===== src/rtl/lpc_hc_pkg.sv =====
package lpc_hc_pkg;
  typedef enum logic [1:0] {
    HC_SEL_NONE = 2'd0,
    HC_SEL_KBC  = 2'd1,
    HC_SEL_TWR  = 2'd2
  } hc_sel_e;

  localparam int unsigned HC_ST_OBF = 0;
  localparam int unsigned HC_ST_IBF = 1;
  localparam int unsigned HC_ST_CD  = 3;
  localparam int unsigned HC_SUB_BIT = 2;
endpackage


===== src/rtl/hc_addr_match.sv =====
module hc_addr_match
  import lpc_hc_pkg::*;
#(
  parameter int unsigned ADDR_W   = 16,
  parameter int unsigned TWR_IW   = 4
) (
  input  logic [ADDR_W-1:0] addr,
  input  logic [ADDR_W-1:0] base,
  input  logic              chan_en,
  input  logic              twr_en,
  output hc_sel_e           sel,
  output logic              sub,
  output logic [TWR_IW-1:0] idx
);
  logic kbc_hit;
  logic twr_hit;

  always_comb begin
    kbc_hit = chan_en
            && (addr[ADDR_W-1:HC_SUB_BIT+1] == base[ADDR_W-1:HC_SUB_BIT+1])
            && (addr[1] == base[1])
            && !addr[0];
    twr_hit = chan_en && twr_en
            && (addr[ADDR_W-1:TWR_IW+1] == base[ADDR_W-1:TWR_IW+1])
            && (addr[TWR_IW] != base[TWR_IW]);
    if (kbc_hit)      sel = HC_SEL_KBC;
    else if (twr_hit) sel = HC_SEL_TWR;
    else              sel = HC_SEL_NONE;
    sub = addr[HC_SUB_BIT];
    idx = addr[TWR_IW-1:0];
  end
endmodule


===== src/rtl/hc_kbc_regs.sv =====
module hc_kbc_regs #(
  parameter int unsigned DATA_W = 8
) (
  input  logic              clk,
  input  logic              rst_n,
  input  logic              host_we,
  input  logic              host_odr_re,
  input  logic              sub,
  input  logic [DATA_W-1:0] host_wdata,
  input  logic              loc_odr_we,
  input  logic [DATA_W-1:0] loc_odr_wdata,
  input  logic              loc_idr_rd,
  output logic [DATA_W-1:0] idr,
  output logic [DATA_W-1:0] odr,
  output logic              cd,
  output logic              ibf,
  output logic              obf
);
  logic [DATA_W-1:0] idr_d, odr_d;
  logic              cd_d, ibf_d, obf_d;

  always_comb begin
    idr_d = idr;
    cd_d  = cd;
    odr_d = odr;
    if (host_we) begin
      idr_d = host_wdata;
      cd_d  = sub;
    end
    if (loc_odr_we) odr_d = loc_odr_wdata;
    ibf_d = host_we    | (ibf & ~loc_idr_rd);
    obf_d = loc_odr_we | (obf & ~host_odr_re);
  end

  always_ff @(posedge clk or negedge rst_n) begin
    if (!rst_n) begin
      idr <= '0;
      odr <= '0;
      cd  <= 1'b0;
      ibf <= 1'b0;
      obf <= 1'b0;
    end else begin
      idr <= idr_d;
      odr <= odr_d;
      cd  <= cd_d;
      ibf <= ibf_d;
      obf <= obf_d;
    end
  end
endmodule


===== src/rtl/hc_twr_bank.sv =====
module hc_twr_bank #(
  parameter int unsigned DATA_W = 8,
  parameter int unsigned TWR_IW = 4
) (
  input  logic              clk,
  input  logic              rst_n,
  input  logic              host_we,
  input  logic [TWR_IW-1:0] idx,
  input  logic [DATA_W-1:0] host_wdata,
  input  logic              loc_sw_we,
  input  logic [DATA_W-1:0] loc_sw_wdata,
  output logic [DATA_W-1:0] rd_byte,
  output logic [DATA_W-1:0] mw
);
  localparam int unsigned DEPTH = 1 << TWR_IW;

  logic [DEPTH-1:0][DATA_W-1:0] host_bytes;
  logic [DATA_W-1:0]            sw_q;
  logic [DATA_W-1:0]            sw_d;

  for (genvar g = 0; g < DEPTH; g++) begin : g_byte
    logic [DATA_W-1:0] byte_q;
    logic [DATA_W-1:0] byte_d;
    logic              byte_en;
    always_comb begin
      byte_en = host_we && (idx == TWR_IW'(g));
      byte_d  = byte_en ? host_wdata : byte_q;
    end
    always_ff @(posedge clk or negedge rst_n) begin
      if (!rst_n) byte_q <= '0;
      else        byte_q <= byte_d;
    end
    assign host_bytes[g] = byte_q;
  end

  always_comb sw_d = loc_sw_we ? loc_sw_wdata : sw_q;

  always_ff @(posedge clk or negedge rst_n) begin
    if (!rst_n) sw_q <= '0;
    else        sw_q <= sw_d;
  end

  assign mw      = host_bytes[0];
  assign rd_byte = (idx == '0) ? sw_q : host_bytes[idx];
endmodule


===== src/rtl/lpc_host_chan.sv =====
module lpc_host_chan
  import lpc_hc_pkg::*;
#(
  parameter int unsigned ADDR_W = 16,
  parameter int unsigned DATA_W = 8,
  parameter int unsigned TWR_IW = 4
) (
  input  logic              clk,
  input  logic              rst_n,
  input  logic              cfg_we,
  input  logic [ADDR_W-1:0] cfg_base,
  input  logic              cfg_chan_en,
  input  logic              cfg_twr_en,
  input  logic              host_stb,
  input  logic              host_wr,
  input  logic [ADDR_W-1:0] host_addr,
  input  logic [DATA_W-1:0] host_wdata,
  output logic              host_claim,
  output logic [DATA_W-1:0] host_rdata,
  input  logic              loc_odr_we,
  input  logic [DATA_W-1:0] loc_odr_wdata,
  input  logic              loc_idr_rd,
  input  logic              loc_sw_we,
  input  logic [DATA_W-1:0] loc_sw_wdata,
  output logic [DATA_W-1:0] loc_idr,
  output logic              loc_cd,
  output logic [DATA_W-1:0] loc_status,
  output logic [DATA_W-1:0] loc_mw
);
  logic [ADDR_W-1:0] base_q, base_d;
  logic              chan_en_q, chan_en_d;
  logic              twr_en_q, twr_en_d;
  logic              claim_d;
  logic [DATA_W-1:0] rdata_d;

  hc_sel_e           sel;
  logic              sub;
  logic [TWR_IW-1:0] idx;
  logic              kbc_we, kbc_odr_re, twr_we;
  logic [DATA_W-1:0] odr, twr_rd;
  logic              ibf, obf;

  hc_addr_match #(.ADDR_W(ADDR_W), .TWR_IW(TWR_IW)) u_match (
    .addr    (host_addr),
    .base    (base_q),
    .chan_en (chan_en_q),
    .twr_en  (twr_en_q),
    .sel     (sel),
    .sub     (sub),
    .idx     (idx)
  );

  always_comb begin
    kbc_we     = host_stb &&  host_wr && (sel == HC_SEL_KBC);
    kbc_odr_re = host_stb && !host_wr && (sel == HC_SEL_KBC) && !sub;
    twr_we     = host_stb &&  host_wr && (sel == HC_SEL_TWR);
  end

  hc_kbc_regs #(.DATA_W(DATA_W)) u_kbc (
    .clk           (clk),
    .rst_n         (rst_n),
    .host_we       (kbc_we),
    .host_odr_re   (kbc_odr_re),
    .sub           (sub),
    .host_wdata    (host_wdata),
    .loc_odr_we    (loc_odr_we),
    .loc_odr_wdata (loc_odr_wdata),
    .loc_idr_rd    (loc_idr_rd),
    .idr           (loc_idr),
    .odr           (odr),
    .cd            (loc_cd),
    .ibf           (ibf),
    .obf           (obf)
  );

  hc_twr_bank #(.DATA_W(DATA_W), .TWR_IW(TWR_IW)) u_twr (
    .clk          (clk),
    .rst_n        (rst_n),
    .host_we      (twr_we),
    .idx          (idx),
    .host_wdata   (host_wdata),
    .loc_sw_we    (loc_sw_we),
    .loc_sw_wdata (loc_sw_wdata),
    .rd_byte      (twr_rd),
    .mw           (loc_mw)
  );

  always_comb begin
    loc_status            = '0;
    loc_status[HC_ST_CD]  = loc_cd;
    loc_status[HC_ST_IBF] = ibf;
    loc_status[HC_ST_OBF] = obf;
  end

  always_comb begin
    base_d    = cfg_we ? cfg_base    : base_q;
    chan_en_d = cfg_we ? cfg_chan_en : chan_en_q;
    twr_en_d  = cfg_we ? cfg_twr_en  : twr_en_q;
    claim_d   = host_stb && (sel != HC_SEL_NONE);
    rdata_d   = '0;
    if (host_stb && !host_wr) begin
      unique case (sel)
        HC_SEL_KBC: rdata_d = sub ? loc_status : odr;
        HC_SEL_TWR: rdata_d = twr_rd;
        default:    rdata_d = '0;
      endcase
    end
  end

  always_ff @(posedge clk or negedge rst_n) begin
    if (!rst_n) begin
      base_q     <= '0;
      chan_en_q  <= 1'b0;
      twr_en_q   <= 1'b0;
      host_claim <= 1'b0;
      host_rdata <= '0;
    end else begin
      base_q     <= base_d;
      chan_en_q  <= chan_en_d;
      twr_en_q   <= twr_en_d;
      host_claim <= claim_d;
      host_rdata <= rdata_d;
    end
  end
endmodule


===== config.mk =====
export PLATFORM = sky130hd
export DESIGN_NAME = lpc_host_chan
export DESIGN_NICKNAME = d
export VERILOG_FILES = /design/src/rtl/lpc_hc_pkg.sv /design/src/rtl/hc_addr_match.sv /design/src/rtl/hc_kbc_regs.sv /design/src/rtl/hc_twr_bank.sv /design/src/rtl/lpc_host_chan.sv
export SDC_FILE = /design/constraint.sdc
export NUM_CORES = 1
export LEC_CHECK = 0
export CORE_MARGIN = 4
export CORE_UTILIZATION = 25
export DETAILED_ROUTE_END_ITERATION = 8
export GPL_TIMING_DRIVEN = 0
export HOLD_SLACK_MARGIN = 0.1
export PLACE_DENSITY_LB_ADDON = 0.1
export SLEW_MARGIN = 20
export SYNTH_ARGS = -nofsm -noshare
export SYNTH_HDL_FRONTEND = slang
export SYNTH_SLANG_ARGS = --single-unit

===== constraint.sdc =====
create_clock -name clk -period 2.4 [get_ports clk]
set_input_delay 0.24 -clock clk [delete_from_list [all_inputs] [get_ports clk]]
set_output_delay 0.24 -clock clk [all_outputs]
set_load 0.05 [all_outputs]

==> run metrics, run 1 <==
run status=finished clean; most frequent cell after synthesis=dfrtp_1; clock latency of the later-clocked register in the worst-skew pair=0.43 ns; warnings from Yosys=0; Antenna Nets Post-Route=0; vias in the first global route=5610; y dimension of the die=188 microns; register bit total from synthesis=180; met1 track demand over resource=0.182; count of unique library cells instantiated by Yosys=40; most used routing layer in global routing=met2; total power divided by cell area=610 mW/mm^2; Clock Tree Buf Depth=2; number of vias per cell after detailed routing=4.53; Min-Delay Path Class=input pin to async pin; setup repair after global routing missed its margin=yes; leakage power total=4.71 nW; worst slew pin tran=0.900 ns; DRC Markers=0; I/O pin total=100; Root Buffer Master=clkbuf_16; Buffers on Ports=87; power share of the clock group=0.430; worst setup path class=flop to flop; flop2flop setup slack=0.02 ns; met3 routing resource usage after global routing=0.0235; Reg2Reg Depth=6; cell taking the most area after synthesis=dfrtp_1; floorplan core area=0.0318 sq mm; global placement routability congestion=0.754; final worst clock skew=0.0167 ns; maximum capacitance violations=0; Synth Flop Type=dfrtp_1; area share of the leading cell type in the synthesized netlist=0.555; CTS clk-pin slew, worst paths=0.08 ns; final routed wirelength across all metal layers=23400 microns; FILL cells=3096; GR Util met2=0.223; NumNets Final=742; number of enable flip-flop cells after synthesis=0; number of failing setup endpoints in the final timing report=0; max-slew violation total from the final report=0; Tot GR Track Use=0.134; combinational fraction of design power=0.084; part of the Yosys area used for sequential elements=0.555; Post-Synthesis Cells=552; Place WS=-0.877 ns; most common library cells after synthesis=180 x dfrtp_1, 167 x mux2_2, 28 x mux4_2; CTS tree=yes; Area growth syn-to-layout=29.7%; switching share of power=0.256; FF-to-FF End=u_twr.g_byte[6].byte_q[1]$_DFFE_PN0P_; CP Capture Type=flop; Final TNS setup=0 ns; number of detailed-route iterations in the first pass=4; Setup WS post-layout=0.0246 ns; area of the die=0.0354 sq mm; Startpoint Class=flop; wire length of the first global-routing pass=35600 microns; highest clock frequency the design can meet=421 MHz; aggregate global routing overflow=0; detailed-placement wirelength estimate=17000 microns; Max transition margin=0.394; DRC violation total after the first TritonRoute iteration=274; Initial Util=0.255; number of antenna violations at the first check in global routing=0; post-synthesis async set-or-reset flop share=1.00; internal power=4.78 mW; mean instance size in the synthesized netlist=14.7 sq um; share of final-layout standard cells stronger than drive strength 1=0.411; CTS H-tree lvls=4; CTS buffer count=17; final hold vios=0; worst hold slack across all endpoints=0.235 ns; relative contribution of sequential cells to total power=0.486; share of the clock period used by the worst path after layout=0.990; maximum VDD drop=404 uV; number of clock sinks seen by CTS=180; worst r2r src=base_q[7]$_DFFE_PN0P_; critical path data arrival time=2.69 ns; number of vias in the routed layout=5101; post-synthesis instance area=0.00812 sq mm; die extent in x=188 microns; Switch Pwr=1.64 mW; Final min period=2.38 ns; required arrival time at the worst endpoint=2.71 ns; cells taking the most area after synthesis=dfrtp_1 55%, mux2_2 23%, mux4_2 7.8%, xnor2_1 1.2%, a22oi_1 1.0%; maximum net fanout on the critical path=10; # rows=65; maximum number of pins on one net before global-route repair=82; routed wire length per instance=20.8 microns
==> worst max-delay path: stages, from the launching register on <==
cell      delay, ns
dfrtp_1        0.41
xnor2_2        0.25
nand4_1        0.26
nor3_4         0.36
clkbuf_8       0.28
nand3_2        0.29
mux2_2         0.39
==> how the worst max path moves through the flow <==
stage / from / endpoint / depth (start not counted)
global route: base_q[7]$_DFFE_PN0P_ / u_twr.g_byte[6].byte_q[0]$_DFFE_PN0P_ / 6
CTS: base_q[7]$_DFFE_PN0P_ / u_twr.g_byte[2].byte_q[3]$_DFFE_PN0P_ / 6
floorplan: base_q[4]$_DFFE_PN0P_ / u_twr.g_byte[1].byte_q[0]$_DFFE_PN0P_ / 6
detailed placement: host_addr[7] / u_twr.g_byte[15].byte_q[2]$_DFFE_PN0P_ / 7
finish: base_q[7]$_DFFE_PN0P_ / u_twr.g_byte[6].byte_q[1]$_DFFE_PN0P_ / 6
global placement: rst_n / u_twr.g_byte[5].byte_q[1]$_DFFE_PN0P_ / 1
==> cell type report <==
type	count	area, sq um	area share
inverters	11	41.3	0.00392
repair buffers	102	1070	0.101
multi-input cells	327	3580	0.340
flip-flops and latches	180	4510	0.428
clock buffers	18	429	0.0408
plain buffers	37	216	0.0206
clock inverters	14	141	0.0134
well taps	435	544	0.0517
diodes	1	2.50	0.000238
==> registers in the layout, indices dropped and copies added, names as in the netlist <==
| register | cells |
|---|---|
| host_rdata | 8 |
| chan_en_q | 1 |
| u_twr.mw | 8 |
| base_q | 14 |
| twr_en_q | 1 |
| u_twr.sw_q | 8 |
| u_kbc.odr | 8 |
| u_kbc.idr | 8 |
| host_claim | 1 |
| u_kbc.ibf | 1 |
| u_kbc.cd | 1 |
| u_twr.g_byte.byte_q | 120 |
| u_kbc.obf | 1 |
==> power by group through the flow <==
stage                     Combinational (mW)  Clock [mW]  Sequential, mW
after floorplan                        0.240           0            3.17
after global placement                 0.501           0            3.18
after detailed placement               0.521           0            3.18
after CTS                              0.536        2.85            3.12
after global routing                   0.591        2.97            3.13
final                                  0.539        2.76            3.12
==> timing repair <==
item,4_1_cts,5_1_grt
hold buffers,1,0
endpoints found under the setup margin,141,87
resized for setup,28,11
setup buffers,6,6
hold endpoints to repair,180,0
pin swaps,6,7
==> logic make-up (layout without fill, tap and decap cells) <==
| family | count (synthesis) | after routing | share of synthesized area |
|---|---|---|---|
| multiplexers | 199 | 199 | 0.314 |
| flip-flops | 180 | 180 | 0.555 |
| AND/OR/NAND/NOR | 61 | 61 | 0.0441 |
| buffers and inverters | 49 | 182 | 0.0305 |
| AO/OA/AOI/OAI | 48 | 48 | 0.0399 |
| XOR/XNOR | 14 | 14 | 0.0160 |
| other | 1 | 6 | 0.000462 |
==> routing by layer <==
layer / up-vias / wire length (microns)
met2: 81 / 11600
met3: 17 / 611
li1: 2293 / -
met1: 2710 / 10800
met4: 0 / 337
met5: - / 0
==> cell usage in the layout (no fill, tap or decap), types with 11 or more instances in the layout <==
| cell type | count |
|---|---|
| buf_4 | 20 |
| clkbuf_16 | 17 |
| nand4_1 | 12 |
| clkdlybuf4s50_1 | 86 |
| dfrtp_1 | 179 |
| inv_1 | 11 |
| mux4_2 | 28 |
| mux2_2 | 167 |
| clkbuf_1 | 18 |
| a22oi_1 | 11 |
| nand2_1 | 12 |
==> stage by stage <==
step,power [mW],area (sq um),instances,util
after floorplan,3.41,8130,556,-
after global placement,3.68,9550,1078,0.300
after detailed placement,3.70,9610,1080,0.302
after CTS,6.51,10400,1119,0.327
after global routing,6.69,10500,1124,0.331
final,6.42,10500,1125,0.331
Power figures use the tool's default switching activity.
==> run 2: changes to the inputs <==
--- a/config.mk
+++ b/config.mk
@@ -12,5 +12,5 @@
 export HOLD_SLACK_MARGIN = 0.1
 export PLACE_DENSITY_LB_ADDON = 0.1
-export SLEW_MARGIN = 20
+export SETUP_SLACK_MARGIN = 0.05
 export SYNTH_ARGS = -nofsm -noshare
 export SYNTH_HDL_FRONTEND = slang
==> constraint.sdc (replaced) <==
create_clock -name clk -period 2.4 [get_ports clk]
set_input_delay 0.48 -clock clk [delete_from_list [all_inputs] [get_ports clk]]
set_output_delay 0.48 -clock clk [all_outputs]
set_load 0.05 [all_outputs]
==> run 2 against run 1 <==
- register-to-register slack better by 0.12 ns
- worst setup slack better by 0.081 ns
- clock-buffer cell count is 2 higher
- largest power group unchanged
- flip-flop and latch count stayed put
==> run metrics, run 2 (synthesis gave the netlist of run 1 again) <==
run status=finished clean (unchanged); Worst path top cell family by delay=buffers and inverters (was simple AND/OR/NAND/NOR gates); number of flip-flops under the largest register name=120 (unchanged); # rows=65 (unchanged); Antenna Nets Post-Route=0 (unchanged); CTS clk-pin slew, worst paths=0.07 ns (was 0.08 ns); I/O pin total=100 (unchanged); number of antenna violations at the first check in global routing=0 (unchanged); cell repeated most along the worst path=nand4_1; Max transition margin=0.564 (was 0.394); instance count on the critical path=8 (was 6); DRC violation total after the first TritonRoute iteration=280 (was 274); Setup WS post-layout=0.106 ns (was 0.0246 ns); Initial Util=0.255 (unchanged); global placement routability congestion=0.754 (unchanged); commonest cells after routing, fill and taps aside=180 x dfrtp_1, 166 x mux2_2, 85 x clkdlybuf4s50_1 (was 179 x dfrtp_1, 167 x mux2_2, 86 x clkdlybuf4s50_1); Area growth syn-to-layout=30.8% (was 29.7%); y dimension of the die=188 microns (unchanged); Place WS=-1.09 ns (was -0.877 ns); depth of the worst hold-timing path=1; detailed-placement wirelength estimate=16800 microns (was 17000 microns); internal power=4.91 mW (was 4.78 mW); combinational fraction of design power=0.084 (about the same); number of clock sinks seen by CTS=180 (unchanged); routed wire length per instance=20.8 microns (about the same); final worst clock skew=0.0154 ns (was 0.0167 ns); Final min period=2.29 ns (was 2.38 ns); CTS H-tree lvls=4 (unchanged); NumNets Final=748 (was 742); final hold vios=0 (unchanged); most frequent standard cell in the layout excluding fill and tap cells=dfrtp_1 (unchanged); Reg2Reg Depth=6 (unchanged); maximum number of pins on one net before global-route repair=100 (was 82); Biggest register=u_twr.g_byte.byte_q (unchanged); share of the clock period used by the worst path after layout=0.956 (was 0.990); aggregate global routing overflow=0 (unchanged); max-slew violation total from the final report=0 (unchanged); largest registers=u_twr.g_byte.byte_q (120), base_q (14) (unchanged); Tot GR Track Use=0.134 (about the same); switching share of power=0.243 (was 0.256); Root Buffer Master=clkbuf_16 (unchanged); maximum VDD drop=467 uV (was 404 uV); setup repair after global routing missed its margin=yes (unchanged); die extent in x=188 microns (unchanged); wire length of the first global-routing pass=35700 microns (was 35600 microns); Clock Tree Buf Depth=2 (unchanged); CTS buffer count=17 (unchanged); share of final-layout standard cells stronger than drive strength 1=0.425 (was 0.411); maximum capacitance violations=0 (unchanged); highest clock frequency the design can meet=436 MHz (was 421 MHz); critical path, cell by cell=clkdlybuf4s50_1 -> xnor2_1 -> nand4_1 -> nor3_4 -> buf_12 -> nand4_1 -> buf_4 -> mux2_2 (was xnor2_2 -> nand4_1 -> nor3_4 -> clkbuf_8 -> nand3_2 -> mux2_2); area of the die=0.0354 sq mm (unchanged); critical path data arrival time=2.60 ns (was 2.69 ns); Startpoint Class=input pin (was flop); DRC Markers=0 (unchanged); CP max-delay cell=clkdlybuf4s50_1 (was dfrtp_1); worst slew pin tran=0.654 ns (was 0.900 ns); vias in the first global route=5650 (was 5610); maximum net fanout on the critical path=10 (unchanged); CP Capture Type=flop (unchanged); number of detailed-route iterations in the first pass=4 (unchanged); floorplan core area=0.0318 sq mm (unchanged); number of failing setup endpoints in the final timing report=0 (unchanged); worst hold slack across all endpoints=0.502 ns (was 0.235 ns); total power divided by cell area=611 mW/mm^2 (was 610 mW/mm^2); Switch Pwr=1.58 mW (was 1.64 mW); FILL cells=3121 (was 3096); leakage power total=4.77 nW (was 4.71 nW); final routed wirelength across all metal layers=23400 microns (about the same); delay contributed by the slowest stage of the critical path=0.42 ns (was 0.41 ns); relative contribution of sequential cells to total power=0.481 (was 0.486); number of vias per cell after detailed routing=4.55 (was 4.53); Crit path buffers/inverters=3 (was 1); power share of the clock group=0.435 (was 0.430); worst setup path class=input pin to flop (was flop to flop); clock latency of the later-clocked register in the worst-skew pair=0.43 ns (about the same); Buffers on Ports=87 (unchanged); required arrival time at the worst endpoint=2.70 ns (was 2.71 ns); number of vias in the routed layout=5142 (was 5101); CTS tree=yes (unchanged); Min-Delay Path Class=flop to flop (was input pin to async pin)
run 2: cell count changes in the layout (fill, tap and decap cells not counted), sizes merged:
cell	before	now
buf	33	41
inv	18	12
clkinv	1	5
bufinv	1	2
clkdlybuf4s50	86	85
dlygate4sd2	0	1
clkinvlp	5	3
run 2: worst paths after layout:
path	startpoint	to	slack, ns
max	host_addr[8]	u_twr.g_byte[15].byte_q[4]$_DFFE_PN0P_	0.11
min	u_twr.g_byte[12].byte_q[3]$_DFFE_PN0P_	u_twr.g_byte[12].byte_q[3]$_DFFE_PN0P_	0.50
max reg2reg	base_q[4]$_DFFE_PN0P_	u_twr.g_byte[7].byte_q[6]$_DFFE_PN0P_	0.14
min reg2reg	u_twr.g_byte[12].byte_q[3]$_DFFE_PN0P_	u_twr.g_byte[12].byte_q[3]$_DFFE_PN0P_	0.50
max in group asynchronous	rst_n	u_kbc.idr[1]$_DFFE_PN0P_	0.86
min in group asynchronous	rst_n	u_twr.g_byte[2].byte_q[2]$_DFFE_PN0P_	0.61
run 2: layer usage:
metal | GRT usage | wire (microns) | vias up
met5 | 0 | 0 | -
met1 | 0.182 | 10800 | 2750
met4 | 0.0299 | 201 | 0
met3 | 0.0267 | 744 | 9
li1 | - | - | 2306
met2 | 0.225 | 11700 | 77
run 2: layout make-up:
class	instances	area (sq um)	share of cell area
Timing Repair Buffer	108	1100	0.103
Inverter	11	41.3	0.00389
Clock buffer	20	457	0.0430
Tap cell	435	544	0.0512
Antenna cell	1	2.50	0.000236
Multi-Input combinational cell	327	3610	0.340
Clock inverter	11	128	0.0120
Buffer	37	235	0.0221
Sequential cell	180	4500	0.424
run 2: timing repair:
item                                    in CTS  in global routing
endpoints found under the hold margin       81                  0
pin swaps                                    8                 10
endpoints found under the setup margin     147                121
buffers inserted                            11                  8
resized for setup                           40                 17
hold buffers                                 1                  0
run 2: power by group through the flow:
stage                     registers, mW  clock network (mW)  logic [mW]
after CTS                          3.12                2.91       0.539
final                              3.12                2.82       0.545
after detailed placement           3.18                   0       0.514
after global placement             3.18                   0       0.501
after global routing               3.13                3.02       0.599
after floorplan                    3.17                   0       0.240
run 2: through the flow:
step / cell area (sq um) / instances / utilization / power, mW / TNS [ns]
finish: 10600 / 1130 / 0.334 / 6.49 / 0
global route: 10600 / 1129 / 0.334 / 6.75 / 0
CTS: 10500 / 1121 / 0.330 / 6.57 / 0
detailed placement: 9580 / 1079 / 0.301 / 3.69 / -132.73
global placement: 9550 / 1078 / 0.300 / 3.68 / -1350.02
floorplan: 8130 / 556 / - / 3.41 / 0
